==> config.mk <==
export PLATFORM = sky130hd
export DESIGN_NAME = gpr_alias_file
export DESIGN_NICKNAME = d
export VERILOG_FILES = /design/src/rtl/gpr_alias_pkg.sv /design/src/rtl/gpr_access_check.sv /design/src/rtl/gpr_read_port.sv /design/src/rtl/gpr_write_merge.sv /design/src/rtl/gpr_alias_file.sv
export SDC_FILE = /design/constraint.sdc
export NUM_CORES = 1
export LEC_CHECK = 0
export BUFFER_PORTS_ARGS = -buffer_cell sky130_fd_sc_hd__buf_2
export CORE_MARGIN = 5
export CORE_UTILIZATION = 30
export DETAILED_ROUTE_END_ITERATION = 8
export GPL_TIMING_DRIVEN = 0
export REMOVE_ABC_BUFFERS = 1
export SYNTH_ARGS = -nofsm -noshare
export SYNTH_HDL_FRONTEND = slang
export SYNTH_HIERARCHICAL = 1
export SYNTH_SLANG_ARGS = --single-unit
==> constraint.sdc <==
create_clock -name clk -period 3.8 [get_ports clk]
set_input_delay 0.57 -clock clk [delete_from_list [all_inputs] [get_ports clk]]
set_output_delay 0.57 -clock clk [all_outputs]
set_load 0.005 [all_outputs]
==> src/rtl/gpr_alias_pkg.sv <==
package gpr_alias_pkg;

  // access-size codes shared by every port
  typedef enum logic [1:0] {
    ACC_LO   = 2'b00,
    ACC_HI   = 2'b01,
    ACC_HALF = 2'b10,
    ACC_FULL = 2'b11
  } acc_size_e;

  localparam int BYTE_W = 8;
  localparam int HALF_W = 16;

  function automatic logic is_byte_size(input logic [1:0] sz);
    return (sz == ACC_LO) || (sz == ACC_HI);
  endfunction

endpackage

==> src/rtl/gpr_access_check.sv <==
module gpr_access_check
  import gpr_alias_pkg::*;
#(
  parameter int NUM_REGS      = 8,
  parameter int NUM_BYTE_REGS = 4,
  localparam int IDX_W        = $clog2(NUM_REGS)
) (
  input  logic [IDX_W-1:0] idx,
  input  logic [1:0]       size,
  output logic             illegal
);

  logic no_byte_view;

  // registers at or above NUM_BYTE_REGS have no byte views
  assign no_byte_view = int'(idx) >= NUM_BYTE_REGS;
  assign illegal      = no_byte_view && is_byte_size(size);

endmodule

==> src/rtl/gpr_read_port.sv <==
module gpr_read_port
  import gpr_alias_pkg::*;
#(
  parameter int DATA_W        = 32,
  parameter int NUM_REGS      = 8,
  parameter int NUM_BYTE_REGS = 4,
  localparam int IDX_W        = $clog2(NUM_REGS)
) (
  input  logic [NUM_REGS-1:0][DATA_W-1:0] file_flat,
  input  logic [IDX_W-1:0]                idx,
  input  logic [1:0]                      size,
  output logic [DATA_W-1:0]               data,
  output logic                            illegal
);

  logic [DATA_W-1:0] word_sel;

  // pick the requested view and zero-extend it
  function automatic logic [DATA_W-1:0] view_extract(input logic [DATA_W-1:0] w,
                                                      input logic [1:0] sz);
    logic [DATA_W-1:0] r;
    case (sz)
      ACC_FULL: r = w;
      ACC_HALF: r = DATA_W'(w[HALF_W-1:0]);
      ACC_HI:   r = DATA_W'(w[HALF_W-1:BYTE_W]);
      default:  r = DATA_W'(w[BYTE_W-1:0]);
    endcase
    return r;
  endfunction

  gpr_access_check #(
    .NUM_REGS     (NUM_REGS),
    .NUM_BYTE_REGS(NUM_BYTE_REGS)
  ) u_chk (
    .idx    (idx),
    .size   (size),
    .illegal(illegal)
  );

  assign word_sel = file_flat[idx];
  assign data     = illegal ? '0 : view_extract(word_sel, size);

  always_comb begin
    if (!illegal && size == ACC_LO)
      AST_BYTE_ZEXT: assert (data[DATA_W-1:BYTE_W] == '0);
  end

endmodule

==> src/rtl/gpr_write_merge.sv <==
module gpr_write_merge
  import gpr_alias_pkg::*;
#(
  parameter int DATA_W = 32
) (
  input  logic [DATA_W-1:0] old_word,
  input  logic [DATA_W-1:0] wr_data,
  input  logic [1:0]        size,
  output logic [DATA_W-1:0] new_word
);

  // replace only the addressed slice, keep every other bit
  function automatic logic [DATA_W-1:0] slice_merge(input logic [DATA_W-1:0] o,
                                                     input logic [DATA_W-1:0] d,
                                                     input logic [1:0] sz);
    logic [DATA_W-1:0] r;
    r = o;
    case (sz)
      ACC_FULL: r = d;
      ACC_HALF: r[HALF_W-1:0] = d[HALF_W-1:0];
      ACC_HI:   r[HALF_W-1:BYTE_W] = d[BYTE_W-1:0];
      default:  r[BYTE_W-1:0] = d[BYTE_W-1:0];
    endcase
    return r;
  endfunction

  assign new_word = slice_merge(old_word, wr_data, size);

endmodule

==> src/rtl/gpr_alias_file.sv <==
module gpr_alias_file
  import gpr_alias_pkg::*;
#(
  parameter int DATA_W        = 32,
  parameter int NUM_REGS      = 8,
  parameter int NUM_BYTE_REGS = 4,
  localparam int IDX_W        = $clog2(NUM_REGS)
) (
  input  logic              clk,
  input  logic              rst,
  input  logic              wr_en,
  input  logic [IDX_W-1:0]  wr_idx,
  input  logic [1:0]        wr_size,
  input  logic [DATA_W-1:0] wr_data,
  output logic              wr_illegal,
  input  logic [IDX_W-1:0]  rd_a_idx,
  input  logic [1:0]        rd_a_size,
  output logic [DATA_W-1:0] rd_a_data,
  output logic              rd_a_illegal,
  input  logic [IDX_W-1:0]  rd_b_idx,
  input  logic [1:0]        rd_b_size,
  output logic [DATA_W-1:0] rd_b_data,
  output logic              rd_b_illegal
);

  localparam int NUM_RD = 2;

  logic [DATA_W-1:0]              regs_q [NUM_REGS];
  logic [NUM_REGS-1:0][DATA_W-1:0] file_flat;
  logic                           wr_size_bad;
  logic                           wr_commit;
  logic [NUM_REGS-1:0]            wr_hit;

  logic [NUM_RD-1:0][IDX_W-1:0]   rd_idx;
  logic [NUM_RD-1:0][1:0]         rd_size;
  logic [NUM_RD-1:0][DATA_W-1:0]  rd_data;
  logic [NUM_RD-1:0]              rd_ill;

  // write legality
  gpr_access_check #(
    .NUM_REGS     (NUM_REGS),
    .NUM_BYTE_REGS(NUM_BYTE_REGS)
  ) u_wr_chk (
    .idx    (wr_idx),
    .size   (wr_size),
    .illegal(wr_size_bad)
  );

  assign wr_illegal = wr_en && wr_size_bad;
  assign wr_commit  = wr_en && !wr_size_bad;

  // storage, one merge per register
  for (genvar g = 0; g < NUM_REGS; g++) begin : g_reg
    logic [DATA_W-1:0] merged;

    assign wr_hit[g] = wr_commit && (int'(wr_idx) == g);

    gpr_write_merge #(.DATA_W(DATA_W)) u_merge (
      .old_word(regs_q[g]),
      .wr_data (wr_data),
      .size    (wr_size),
      .new_word(merged)
    );

    always_ff @(posedge clk) begin
      if (rst)            regs_q[g] <= '0;
      else if (wr_hit[g]) regs_q[g] <= merged;
    end

    assign file_flat[g] = regs_q[g];
  end

  // read ports
  assign rd_idx[0]  = rd_a_idx;
  assign rd_size[0] = rd_a_size;
  assign rd_idx[1]  = rd_b_idx;
  assign rd_size[1] = rd_b_size;

  for (genvar p = 0; p < NUM_RD; p++) begin : g_rd
    gpr_read_port #(
      .DATA_W       (DATA_W),
      .NUM_REGS     (NUM_REGS),
      .NUM_BYTE_REGS(NUM_BYTE_REGS)
    ) u_rd (
      .file_flat(file_flat),
      .idx      (rd_idx[p]),
      .size     (rd_size[p]),
      .data     (rd_data[p]),
      .illegal  (rd_ill[p])
    );
  end

  assign rd_a_data    = rd_data[0];
  assign rd_a_illegal = rd_ill[0];
  assign rd_b_data    = rd_data[1];
  assign rd_b_illegal = rd_ill[1];

  // assertions
  AST_ILLEGAL_WRITE_DROPPED: assert property (@(posedge clk) disable iff (rst)
    wr_illegal |=> $stable(file_flat));

  AST_IDLE_NO_CHANGE: assert property (@(posedge clk) disable iff (rst)
    !wr_en |=> $stable(file_flat));

  AST_HALF_KEEPS_UPPER: assert property (@(posedge clk) disable iff (rst)
    (wr_commit && wr_size == ACC_HALF) |=>
      file_flat[$past(wr_idx)][DATA_W-1:HALF_W] == $past(file_flat[wr_idx][DATA_W-1:HALF_W]));

  AST_BYTE_KEEPS_UPPER: assert property (@(posedge clk) disable iff (rst)
    (wr_commit && is_byte_size(wr_size)) |=>
      file_flat[$past(wr_idx)][DATA_W-1:HALF_W] == $past(file_flat[wr_idx][DATA_W-1:HALF_W]));

  AST_ILLEGAL_READ_ZERO_A: assert property (@(posedge clk) disable iff (rst)
    rd_a_illegal |-> rd_a_data == '0);

  AST_ILLEGAL_READ_ZERO_B: assert property (@(posedge clk) disable iff (rst)
    rd_b_illegal |-> rd_b_data == '0);

endmodule

Yosys cells after proc, flatten, opt, wreduce, memory -nomap -nowiden
Memories as Yosys holds them, arrays and structs flattened.
Cells that the tools add are included.

operators by class
  reductions and logical operators = 22
  multiplexer cells = 66
  bitwise logic cells = 8
  shift-type cells = 0
  div/mod/pow operators = 0
  add/subtract/negate cells = 0
  eq/ne operators = 16
  $mul = 0
  $lt $le $gt $ge = 5

operators by type and width
  cell                                                                          count
  32-bit 2-to-1 mux                                                             12
  32-bit binary-select mux with 3-bit select                                    2
  32-bit one-hot mux with 3 select lines                                        2
  16-bit 2-to-1 mux                                                             8
  8-bit one-hot mux with 2 select lines                                         8
  8-bit 2-to-1 mux                                                              8
  1-bit 2-to-1 mux                                                              26
  1-bit logical AND                                                             13
  2-bit == test, second input constant                                          6
  3-bit == test, second input constant                                          4
  3-bit greater-or-equal comparator, second input constant                      3
  3-bit by 4-bit less-than comparator with 1-bit output, second input constant  2
  1-bit OR                                                                      8
  2-bit by 1-bit == test with 1-bit output, second input constant               3
  3-bit by 2-bit == test with 1-bit output, second input constant               2
  2-bit zero test                                                               3
  3-bit by 1-bit == test with 1-bit output, second input constant               1
  3-bit zero test                                                               1
  1-bit logical OR                                                              3
  2-bit OR reduction                                                            1
  1-bit zero test                                                               1

storage, ports and cells
  bits in read-only memories = 0
  register bits = 0
  memories kept = 1
  memory bits (writable) = 256
  logic and storage cells = 118
  bits in latches = 0
  output and inout port bits = 67
  input port bits = 50

memories
  name    depth  width  read ports  clocked after Yosys merged registers in  wr ports  RTL line              text
  regs_q  8      32     8           0                                        8         gpr_alias_file.sv:28  logic [DATA_W-1:0] regs_q [NUM_REGS];

Longest topological paths before layout
Gate-level depths: netlist of run 1.

  depth after elaboration = 10
  mapped depth = 7
  mapped depth without buffers = 4

Cells and area by module
The synthesis of run 1 kept the hierarchy.

by module, submodules not included
  module            instances  sequential area each (µm²)  cells an instance  area an instance (µm²)
  gpr_alias_file    1          7687.4                      841                10980.5
  gpr_read_port     2          0.0                         222                2272.2
  gpr_write_merge   8          0.0                         55                 545.5
  gpr_access_check  3          0.0                         1                  13.8

Worst setup path before layout of run 1
No wires, ideal clock.

  path kind = in2reg
  start = input wr_idx[0]
  end = memory regs_q[4][0], in the netlist regs_q[1][0], enable pin
  required time = 3372 ps
  stages = 4
  arrival time = 2841 ps
  buffers on the path = 2
  setup time = 428 ps
  slack = 531 ps
  cell sequence = or2_2 -> clkbuf_1 -> clkbuf_1 -> o21bai_1

RTL lines
  item                RTL line              text
  start: declaration  gpr_alias_file.sv:12  input logic [IDX_W-1:0] wr_idx,
  end: declaration    gpr_alias_file.sv:28

Worst setup path in the final report of run 1
  start = input rd_b_idx[1]
  end = output rd_b_data[6]

between the ends
  word-level cells in the longest chain between the ends = 4
  elaborated cells between the ends (all ways) = 6
  those cells by class = order compare (1); mux (4); reduce/logical (1)

RTL lines
  item                                        RTL line              text
  start: declaration                          gpr_alias_file.sv:20  input logic [IDX_W-1:0] rd_b_idx,
  32-bit binary-select mux with 3-bit select  gpr_read_port.sv:40   assign word_sel = file_flat[idx];
  32-bit 2-to-1 mux (implied by the code)     gpr_read_port.sv:40
  32-bit one-hot mux with 3 select lines      gpr_read_port.sv:22   case (sz)
  32-bit 2-to-1 mux (*)                       gpr_read_port.sv:41   assign data = illegal ? '0 : view_extract(word_sel, size);
  end: declaration                            gpr_alias_file.sv:22  output logic [DATA_W-1:0] rd_b_data,

Mark *: on every way between the ends. The rest lies on a longest branch, timed or not. The select of a mux whose other input is x is not followed.

==> results of run 1 <==
==> how the worst max path moves through the flow <==
stage                start                          end  slack (ns)  depth (start not counted)
3_5_place_dp   rd_a_idx[2]                rd_a_data[27]       -0.04                          5
2_1_floorplan    wr_idx[0]  regs_q[1][64]$_SDFFCE_PN0P_       -0.48                          2
6_report       rd_b_idx[1]                 rd_b_data[6]        0.18                          6
5_1_grt        rd_b_idx[1]                 rd_b_data[6]        0.17                          6
3_3_place_gp     wr_idx[1]  regs_q[0][40]$_SDFFCE_PN0P_       -5.28                          3
4_1_cts        rd_b_idx[2]                rd_b_data[27]        0.02                          5
==> final cells by class <==
type	count	area, um2
Fill cell	6561	43500
Multi-Input combinational cell	1076	10300
Sequential cell	256	7690
Timing Repair Buffer	152	1320
Tap cell	864	1080
Inverter	258	968
Clock buffer	36	752
Clock inverter	12	181
Antenna cell	2	5.00
==> layout by cell type (no fill, tap or decap), types with 3 or more instances in the layout <==
cell type / Yosys / routed
buf_4: 2 / 5
edfxtp_1: 256 / 256
mux2_2: 80 / 80
nor2_1: 54 / 52
clkbuf_16: 0 / 29
nor3_2: 120 / 120
clkinv_2: 0 / 4
nand2b_4: 8 / 10
o22ai_1: 12 / 12
o21ai_0: 64 / 64
bufinv_16: 0 / 5
a22oi_1: 56 / 56
a22o_1: 4 / 4
mux2_4: 112 / 112
nand2_1: 93 / 92
mux2i_1: 216 / 216
mux4_2: 52 / 52
clkinv_1: 0 / 3
nand2_4: 8 / 9
and2b_4: 8 / 8
mux4_1: 16 / 16
nor2b_2: 0 / 4
buf_16: 0 / 11
inv_1: 258 / 258
nor2b_4: 3 / 3
nand3b_1: 5 / 5
o32ai_1: 4 / 4
o21bai_4: 0 / 8
buf_2: 26 / 112
clkbuf_1: 40 / 7
buf_12: 4 / 15
buf_6: 51 / 5
nor3_1: 136 / 136
buf_8: 6 / 4
==> metrics by stage <==
| step | setup WS [ns] | hold slack (ns) |
|---|---|---|
| after floorplan | -0.482 | 0.758 |
| after global placement | -5.28 | 0.775 |
| after detailed placement | -0.0414 | 0.792 |
| after CTS | 0.0193 | 0.531 |
| after global routing | 0.173 | 0.570 |
| final | 0.181 | 0.556 |
==> metal layers <==
metal,vias up,wire length (um),share of wire (%)
met4,6,1660,2.6
met5,-,40,0.064
li1,6335,-,-
met2,548,29700,47
met3,91,4570,7.3
met1,7052,26600,43
==> report_power, final <==
| group | switching [W] | internal (W) |
|---|---|---|
| Combinational | 0.000921 | 0.000670 |
| Clock | 0.00121 | 0.00172 |
| Sequential | 0.0000934 | 0.00324 |
| Total | 0.00223 | 0.00563 |
==> cell families (layout without fill, tap and decap cells) <==
family	after synthesis	after routing	share of synthesized area, %
and+or+nand+nor	450	450	14.6
DFF	256	256	38.6
muxes	476	476	31.8
buffers and inverters	396	458	10.3
other	0	2	0
AOI/OAI and AO/OA	150	150	4.82
==> critical path: stages <==
cell	delay, ns
buf_2	0.87
and2_2	0.71
a22oi_1	0.14
nand2_1	0.23
o32ai_1	0.25
buf_2	0.24
==> repair_timing <==
action	4_1_cts	5_1_grt
cloned	0	0
buffers inserted	4	4
setup endpoints to repair	1	7
resized for setup	0	2
==> flow_metrics.py, run 1 <==
metrics = {
    "outcome": {
        "status": "completed",
    },
    "layout": {
        "reg_top3": "regs_q: 256 flops",
        "drive_above_1_share_pct": 33.7,
        "nets": 1822,
        "fin_cells": 2656,
        "final_util_pct": 33.9,
        "largest_register_ffs": 256,
        "postLayoutCellArea_um2": 22300,
        "regMostFlops": "regs_q",
        "area_growth_pct": 12.1,
    },
    "global_routing": {
        "use_met3_pct": 3.22,
        "grt_pass1_wl_mm": 91.6,
        "grt_pass1_vias": 14177,
        "gr-usage-met1_pct": 22.5,
        "grt_max_degree": 91,
        "gr-total-overflow": 0,
        "top_usage_layer": "met2",
        "antenna_found_initial": 6,
        "grtUsageMet2_pct": 27.7,
        "grtUsageTotal_pct": 16.7,
    },
    "die": {
        "start_util_pct": 30.3,
        "rows": 94,
        "die_y_um": 268,
        "core_area_um2": 65900,
        "die-area_um2": 71700,
        "die_w_um": 268,
        "ios": 117,
    },
    "sta": {
        "slew_viol_final": 0,
        "max_freq_mhz": 276,
        "period_minus_slack_ns": 3.62,
        "final.period_utilization_pct": 95.2,
        "hold_viol": 0,
        "fin_tns_setup_ns": 0,
        "setup_viol": 0,
        "finClkSkew_ns": 0,
        "rsz0062_at_grt": "no",
        "slew_headroom_pct": 20.6,
        "tightest_slew_ns": 1.19,
    },
    "synthesis": {
        "synth.area.top_cells": "edfxtp_1, mux2i_1, mux2_4",
        "synth-edff-count": 256,
        "synth_cell_type_count": 38,
        "yosys-top-cells-count": "inv_1, edfxtp_1, mux2i_1, nor3_1, nor3_2",
        "synth_top_area_cell": "edfxtp_1",
        "synth_cells": 1728,
        "syn-cell-area_um2": 19900,
        "ys.flop_type": "edfxtp_1",
        "post_synth.cell_area_avg_um2": 11.5,
        "synth-warning-count": 6,
        "yosysMostFrequentCell": "inv_1",
        "ys_seq_area_share_pct": 38.6,
        "synth_seq_cells": 256,
        "async_flop_share_pct": 0,
        "netlist.area_leader.share_pct": 38.6,
    },
    "clocking": {
        "cts_hold_buf": 0,
        "cts_tree": "built",
        "cts_buffer_depth": 3,
        "cts-root-buf": "clkbuf_16",
        "cts_buffers": 28,
        "htreeDepth": 1,
        "clk_pin_slew_worst_paths_ns": 0.06,
        "clock_sinks": 256,
        "insertion_delay_ns": 0.56,
    },
    "critical_path": {
        "critPathRequiredTime_ns": 3.23,
        "critPathCaptureType": "output port",
        "critPathMaxFanout": 38,
        "reg2reg_to": "regs_q[0][69]$_SDFFCE_PN0P_",
        "r2r_cells": 3,
        "r2r_slack_ns": 2.70,
        "crit_type": "input port to output port",
        "reg2reg_from": "regs_q[0][69]$_SDFFCE_PN0P_",
        "cp-start-kind": "input port",
        "crit_arrival_ns": 3.05,
    },
    "power": {
        "total_leakage_power_nw": 9.25,
        "vdd_ir_drop_max_uv": 329,
        "powerDensity_nw_per_um2": 352,
        "total_power_w": 0.00786,
    },
    "placed_design": {
        "placed_cell_area_um2": 21300,
        "dp_hpwl_mm": 37.5,
        "io_buffers": 116,
        "dp.cells": 2598,
        "place_congestion": 0.787,
    },
    "detailed_routing": {
        "drc_errors": 0,
        "antenna_left": 0,
        "first_iter_violations": 1383,
        "viasPerCell": 5.28,
        "wire_per_inst_um": 23.6,
        "firstDrtPassIters": 6,
        "routed-via-count": 14032,
        "drt_wl_total_mm": 62.6,
    },
    "worst_hold_path": {
        "hold_path_class": "input port to flop",
        "hold_depth": 5,
        "hold_end": "regs_q[1][41]$_SDFFCE_PN0P_",
        "hold_start": "wr_data[9]",
    },
    "run": {
        "cap_viol_max_count": 0,
    },
}
Note: power is estimated with default switching activity, not from simulation.
==> inputs of run 2 (changes only) <==
CORE_MARGIN = default   (was 5)
==> flow_metrics.py, run 2 (synthesized netlist as in run 1, its figures left out) <==
metrics = {
    "outcome": {
        "status": "completed",
    },
    "critical_path": {
        "cp-start-kind": "input port",
        "reg2reg_to": "regs_q[1][95]$_SDFFCE_PN0P_",
        "critPathCaptureType": "output port",
        "crit_type": "input port to output port",
        "critPathMaxFanout": 23,
        "r2r_slack_ns": 2.71,
        "reg2reg_from": "regs_q[1][95]$_SDFFCE_PN0P_",
        "r2r_cells": 3,
        "critPathRequiredTime_ns": 3.23,
        "crit_arrival_ns": 3.17,
    },
    "layout": {
        "largest_register_ffs": 256,
        "drive_above_1_share_pct": 33.8,
        "reg_top3": "regs_q: 256 flops",
        "nets": 1819,
        "area_growth_pct": 11.8,
        "multi_input_area_um2": 10300,
        "layout_commonest_cell": "inv_1",
        "regMostFlops": "regs_q",
        "antenna_cells": 0,
        "final_util_pct": 33.9,
        "final_cell_mix": "inv_1, edfxtp_1, mux2i_1, nor3_1, nor3_2",
        "register_area_um2": 7690,
        "nFillCells": 6477,
        "postLayoutCellArea_um2": 22300,
    },
    "die": {
        "start_util_pct": 30.3,
        "die-area_um2": 67500,
        "die_y_um": 260,
        "die_w_um": 260,
        "core_area_um2": 65700,
        "ios": 117,
        "rows": 94,
    },
    "sta": {
        "max_freq_mhz": 267,
        "tightest_slew_ns": 1.12,
        "period_minus_slack_ns": 3.74,
        "rsz0062_at_grt": "no",
        "finClkSkew_ns": 0,
        "slew_headroom_pct": 25.6,
        "slew_viol_final": 0,
        "worst_slack_ns": 0.0578,
        "setup_viol": 0,
        "hold_viol": 0,
        "final.period_utilization_pct": 98.5,
        "whs_ns": 0.528,
    },
    "placed_design": {
        "place_congestion": 0.779,
        "post-place-ws_ns": -0.0469,
        "placed_cell_area_um2": 21300,
        "dp_hpwl_mm": 37.5,
        "io_buffers": 116,
    },
    "worst_hold_path": {
        "hold_start": "wr_data[10]",
        "hold_path_class": "input port to flop",
        "hold_depth": 5,
        "hold_end": "regs_q[1][106]$_SDFFCE_PN0P_",
    },
    "global_routing": {
        "grt_max_degree": 89,
        "grt_pass1_vias": 14344,
        "grtUsageTotal_pct": 18.1,
        "antenna_found_initial": 4,
        "gr-total-overflow": 0,
        "grt_pass1_wl_mm": 92.1,
    },
    "detailed_routing": {
        "antenna_left": 0,
        "first_iter_violations": 1193,
        "drt_wl_total_mm": 61.7,
        "firstDrtPassIters": 5,
        "routed-via-count": 14025,
        "wire_per_inst_um": 23.2,
        "drc_errors": 0,
        "viasPerCell": 5.28,
    },
    "clocking": {
        "cts_hold_buf": 0,
        "htreeDepth": 1,
        "cts_buffer_depth": 3,
        "clock_sinks": 256,
        "cts_buffers": 29,
        "cts_tree": "built",
        "clk_pin_slew_worst_paths_ns": 0.06,
        "cts-root-buf": "clkbuf_16",
        "insertion_delay_ns": 0.58,
    },
    "power": {
        "pwr-share-seq_pct": 43.5,
        "vdd_ir_drop_max_uv": 446,
        "total_leakage_power_nw": 9.22,
        "clkPwrFrac_pct": 35.8,
        "p_sw_share_pct": 29.8,
        "cellInternalPower_w": 0.00538,
        "p_comb_share_pct": 20.7,
        "powerDensity_nw_per_um2": 344,
        "switching_power_w": 0.00228,
    },
    "run": {
        "cap_viol_max_count": 0,
    },
}
-- run 2: timing repair --
action,in CTS,in global routing
endpoints found under the setup margin,5,6
buffers inserted,2,2
gates resized for setup,2,2
-- run 2: layout make-up --
class                   instances  area share (%)
flip-flops and latches        256            34.5
inverters                     258            4.35
repair buffers                148            5.87
well taps                     864            4.85
multi-input cells            1076            46.4
clock inverters                22           0.668
clock buffers                  32            3.31
-- run 2: critical path: stages --
cell	delay, ns
buf_2	0.82
nor2b_2	0.70
buf_6	0.25
a22oi_1	0.13
nand2_1	0.22
o32ai_1	0.21
buf_2	0.23
-- run 2: per-stage QoR --
step	std cells	power (W)	TNS, ns
floorplan	1590	0.00426	-135.41
global placement	2570	0.00488	-1941.47
detailed placement	2598	0.00495	-0.0903
CTS	2654	0.00768	0
global route	2656	0.00790	0
finish	2656	0.00766	0
-- run 2: worst max path at each step --
stage	slack, ns	from	cells after the start	end
2_1_floorplan	-0.48	wr_idx[0]	2	regs_q[1][64]$_SDFFCE_PN0P_
3_3_place_gp	-5.25	wr_idx[0]	3	regs_q[0][73]$_SDFFCE_PN0P_
3_5_place_dp	-0.05	rd_b_idx[1]	6	rd_b_data[3]
4_1_cts	0.004	rd_a_idx[2]	5	rd_a_data[28]
5_1_grt	0.11	rd_a_idx[2]	7	rd_a_data[3]
6_report	0.06	rd_b_idx[2]	7	rd_b_data[3]
-- run 2: power groups by stage --
stage | Clock, W | Sequential (W) | Combinational, W
floorplan | 0 | 0.00336 | 0.000898
global placement | 0 | 0.00340 | 0.00148
detailed placement | 0 | 0.00339 | 0.00156
CTS | 0.00277 | 0.00333 | 0.00157
global route | 0.00287 | 0.00335 | 0.00169
finish | 0.00274 | 0.00333 | 0.00159
-- run 2: metal layers --
metal  vias up  track usage [%]  part of all wire [%]
met3       107             2.89                   7.3
met1      6965             24.0                    42
li1       6335                -                     -
met4         6             4.80                   2.4
met2       612             30.2                    48
met5         -                0                 0.055
==> inputs of run 3 (changes only) <==
SYNTH_HIERARCHICAL = default   (was 1)
==> flow_metrics.py, run 3 <==
metrics = {
    "die": {
        "core_area_um2": 45400,
        "start_util_pct": 30.5,
        "rows": 78,
        "ios": 117,
        "die-area_um2": 47000,
        "die_w_um": 217,
        "die_y_um": 217,
    },
    "synthesis": {
        "ys_seq_area_share_pct": 55.6,
        "synth.area.top_cells": "edfxtp_1, mux4_2, and2_1",
        "synth-warning-count": 0,
        "post_synth.cell_area_avg_um2": 14.7,
        "synth_top_area_cell": "edfxtp_1",
        "syn-cell-area_um2": 13800,
        "ys.flop_type": "edfxtp_1",
        "yosys-top-cells-count": "edfxtp_1, and2_1, mux4_2, nor2_1, mux2i_1",
        "synth-edff-count": 256,
        "async_flop_share_pct": 0,
        "netlist.area_leader.share_pct": 55.6,
        "yosysMostFrequentCell": "edfxtp_1",
        "synth_cell_type_count": 30,
        "synth_cells": 940,
        "synth_seq_cells": 256,
    },
    "critical_path": {
        "critPathCaptureType": "output port",
        "cp-start-kind": "input port",
        "crit_chain": "buf_4 -> buf_16 -> mux4_2 -> mux2i_1 -> o221ai_1 -> buf_2",
        "crit_type": "input port to output port",
        "critPathRequiredTime_ns": 3.23,
        "crit_start": "rd_b_idx[1]",
        "critical_path.endpoint": "rd_b_data[7]",
        "crit_arrival_ns": 2.82,
        "slowest_delay_ns": 0.55,
        "cp_slowest_cell": "mux4_2",
        "critPathMaxFanout": 52,
    },
    "power": {
        "switching_power_w": 0.00165,
        "p_comb_share_pct": 13.4,
        "powerDensity_nw_per_um2": 418,
        "total_power_w": 0.00678,
        "vdd_ir_drop_max_uv": 289,
        "pwr-share-seq_pct": 49.5,
        "cellInternalPower_w": 0.00513,
        "p_sw_share_pct": 24.3,
        "clkPwrFrac_pct": 37.1,
        "total_leakage_power_nw": 5.81,
    },
    "detailed_routing": {
        "routed-via-count": 8685,
        "antenna_left": 0,
        "drc_errors": 0,
        "firstDrtPassIters": 5,
        "viasPerCell": 5.22,
        "first_iter_violations": 793,
        "wire_per_inst_um": 24.4,
        "drt_wl_total_mm": 40.6,
    },
    "placed_design": {
        "dp_hpwl_mm": 26.8,
        "io_buffers": 116,
        "place_congestion": 0.796,
    },
    "global_routing": {
        "antenna_found_initial": 8,
        "grtUsageTotal_pct": 17.2,
        "grt_pass1_vias": 8932,
        "gr-total-overflow": 0,
        "grt_pass1_wl_mm": 58.8,
        "grt_max_degree": 53,
    },
    "sta": {
        "hold_viol": 0,
        "slew_headroom_pct": 1.62,
        "tightest_slew_ns": 1.48,
        "whs_ns": 0.394,
        "final.period_utilization_pct": 89.1,
        "slew_viol_final": 0,
        "period_minus_slack_ns": 3.39,
        "max_freq_mhz": 295,
        "setup_viol": 0,
        "rsz0062_at_grt": "no",
        "fin_tns_setup_ns": 0,
    },
    "layout": {
        "largest_register_ffs": 256,
        "reg_top3": "regs_q: 256 flops",
        "nets": 1091,
        "layout_commonest_cell": "edfxtp_1",
        "final_util_pct": 35.7,
        "area_growth_pct": 17.2,
        "drive_above_1_share_pct": 30.6,
        "final_cell_mix": "edfxtp_1, and2_1, mux4_2, nor2_1, buf_2",
        "regMostFlops": "regs_q",
        "nFillCells": 4359,
    },
    "clocking": {
        "post_cts_buffers": 0,
        "htreeDepth": 1,
        "cts_tree": "built",
        "clock_sinks": 256,
        "cts_buffer_depth": 3,
        "cts-root-buf": "clkbuf_16",
        "clk_pin_slew_worst_paths_ns": 0.06,
        "cts_hold_buf": 0,
        "cts_buffers": 26,
        "cts_resized": 0,
    },
    "run": {
        "cap_viol_max_count": 0,
    },
    "worst_hold_path": {
        "hold_path_class": "input port to flop",
    },
    "outcome": {
        "status": "completed",
    },
}
==> run 3: cell types whose count changed after synthesis, moves of 80 or more <==
| cell | before | now |
|---|---|---|
| inv_1 | 258 | 2 |
| mux2i_1 | 216 | 65 |
| nor3_1 | 136 | 3 |
| and2_1 | 3 | 192 |
| mux2_4 | 112 | 0 |
| mux2_2 | 80 | 0 |
| nor3_2 | 120 | 0 |
==> run 3: worst min-delay path by stage <==
stage / endpoint / slack [ns] / cells after the start / startpoint
CTS: regs_q[1][55]$_SDFFCE_PP0P_ / 0.38 / 2 / wr_data[23]
detailed placement: regs_q[0][119]$_SDFFCE_PP0P_ / 0.94 / 2 / wr_data[23]
floorplan: regs_q[0][0]$_SDFFCE_PP0P_ / 0.77 / 1 / wr_data[0]
global route: regs_q[0][86]$_SDFFCE_PP0P_ / 0.39 / 2 / wr_data[22]
finish: regs_q[1][55]$_SDFFCE_PP0P_ / 0.39 / 2 / wr_data[23]
global placement: regs_q[0][125]$_SDFFCE_PP0P_ / 0.93 / 2 / wr_data[29]
==> run 3: metrics by stage <==
step,area (um2),cells,setup WS (ns)
after floorplan,13500,867,0.903
after global placement,14800,1583,-0.706
after detailed placement,15400,1613,0.0915
after CTS,16200,1661,0.0881
after global routing,16200,1663,0.339
final,16200,1664,0.414
==> run 3: worst max-delay path, delay by kind of cell <==
kind | cells | cell delay, ns
muxes | 2 | 1.06
AOI/OAI and AO/OA | 1 | 0.34
buffers and inverters | 3 | 0.79
==> run 3: kinds of logic (layout without fill, tap and decap cells) <==
family          Yosys count  in the layout  synth area share [%]
compound gates           39             39                  1.71
buf+inv                  77            198                  2.51
flops                   256            256                  55.6
mux                     193            193                  25.5
other cells               0              3                     0
simple gates            375            375                  14.6
==> run 3: final cells by class <==
class | instances | area [um2] | share of cell area, %
timing repair buffer | 146 | 1020 | 6.32
multi-input combinational | 607 | 5910 | 36.5
tap | 600 | 751 | 4.63
antenna | 3 | 7.51 | 0.0463
clock inverter | 13 | 108 | 0.664
sequential | 256 | 7690 | 47.4
clock buffer | 35 | 706 | 4.35
inverter | 4 | 15.0 | 0.0927
==> run 3: power groups by stage <==
stage / registers, W / clock network, W / logic (W)
2_1_floorplan: 0.00339 / 0 / 0.000478
3_3_place_gp: 0.00341 / 0 / 0.000863
3_5_place_dp: 0.00342 / 0 / 0.000917
4_1_cts: 0.00336 / 0.00254 / 0.000919
5_1_grt: 0.00338 / 0.00264 / 0.000971
6_report: 0.00336 / 0.00251 / 0.000910
==> run 3: metal layers <==
layer | global-route usage [%] | share of wire (%) | routed length [um] | up-vias
li1 | - | - | - | 3803
met1 | 22.6 | 40 | 16300 | 4430
met2 | 28.8 | 49 | 19700 | 369
met3 | 3.42 | 8.3 | 3370 | 73
met4 | 4.74 | 2.7 | 1080 | 10
met5 | 0 | 0.17 | 68 | -
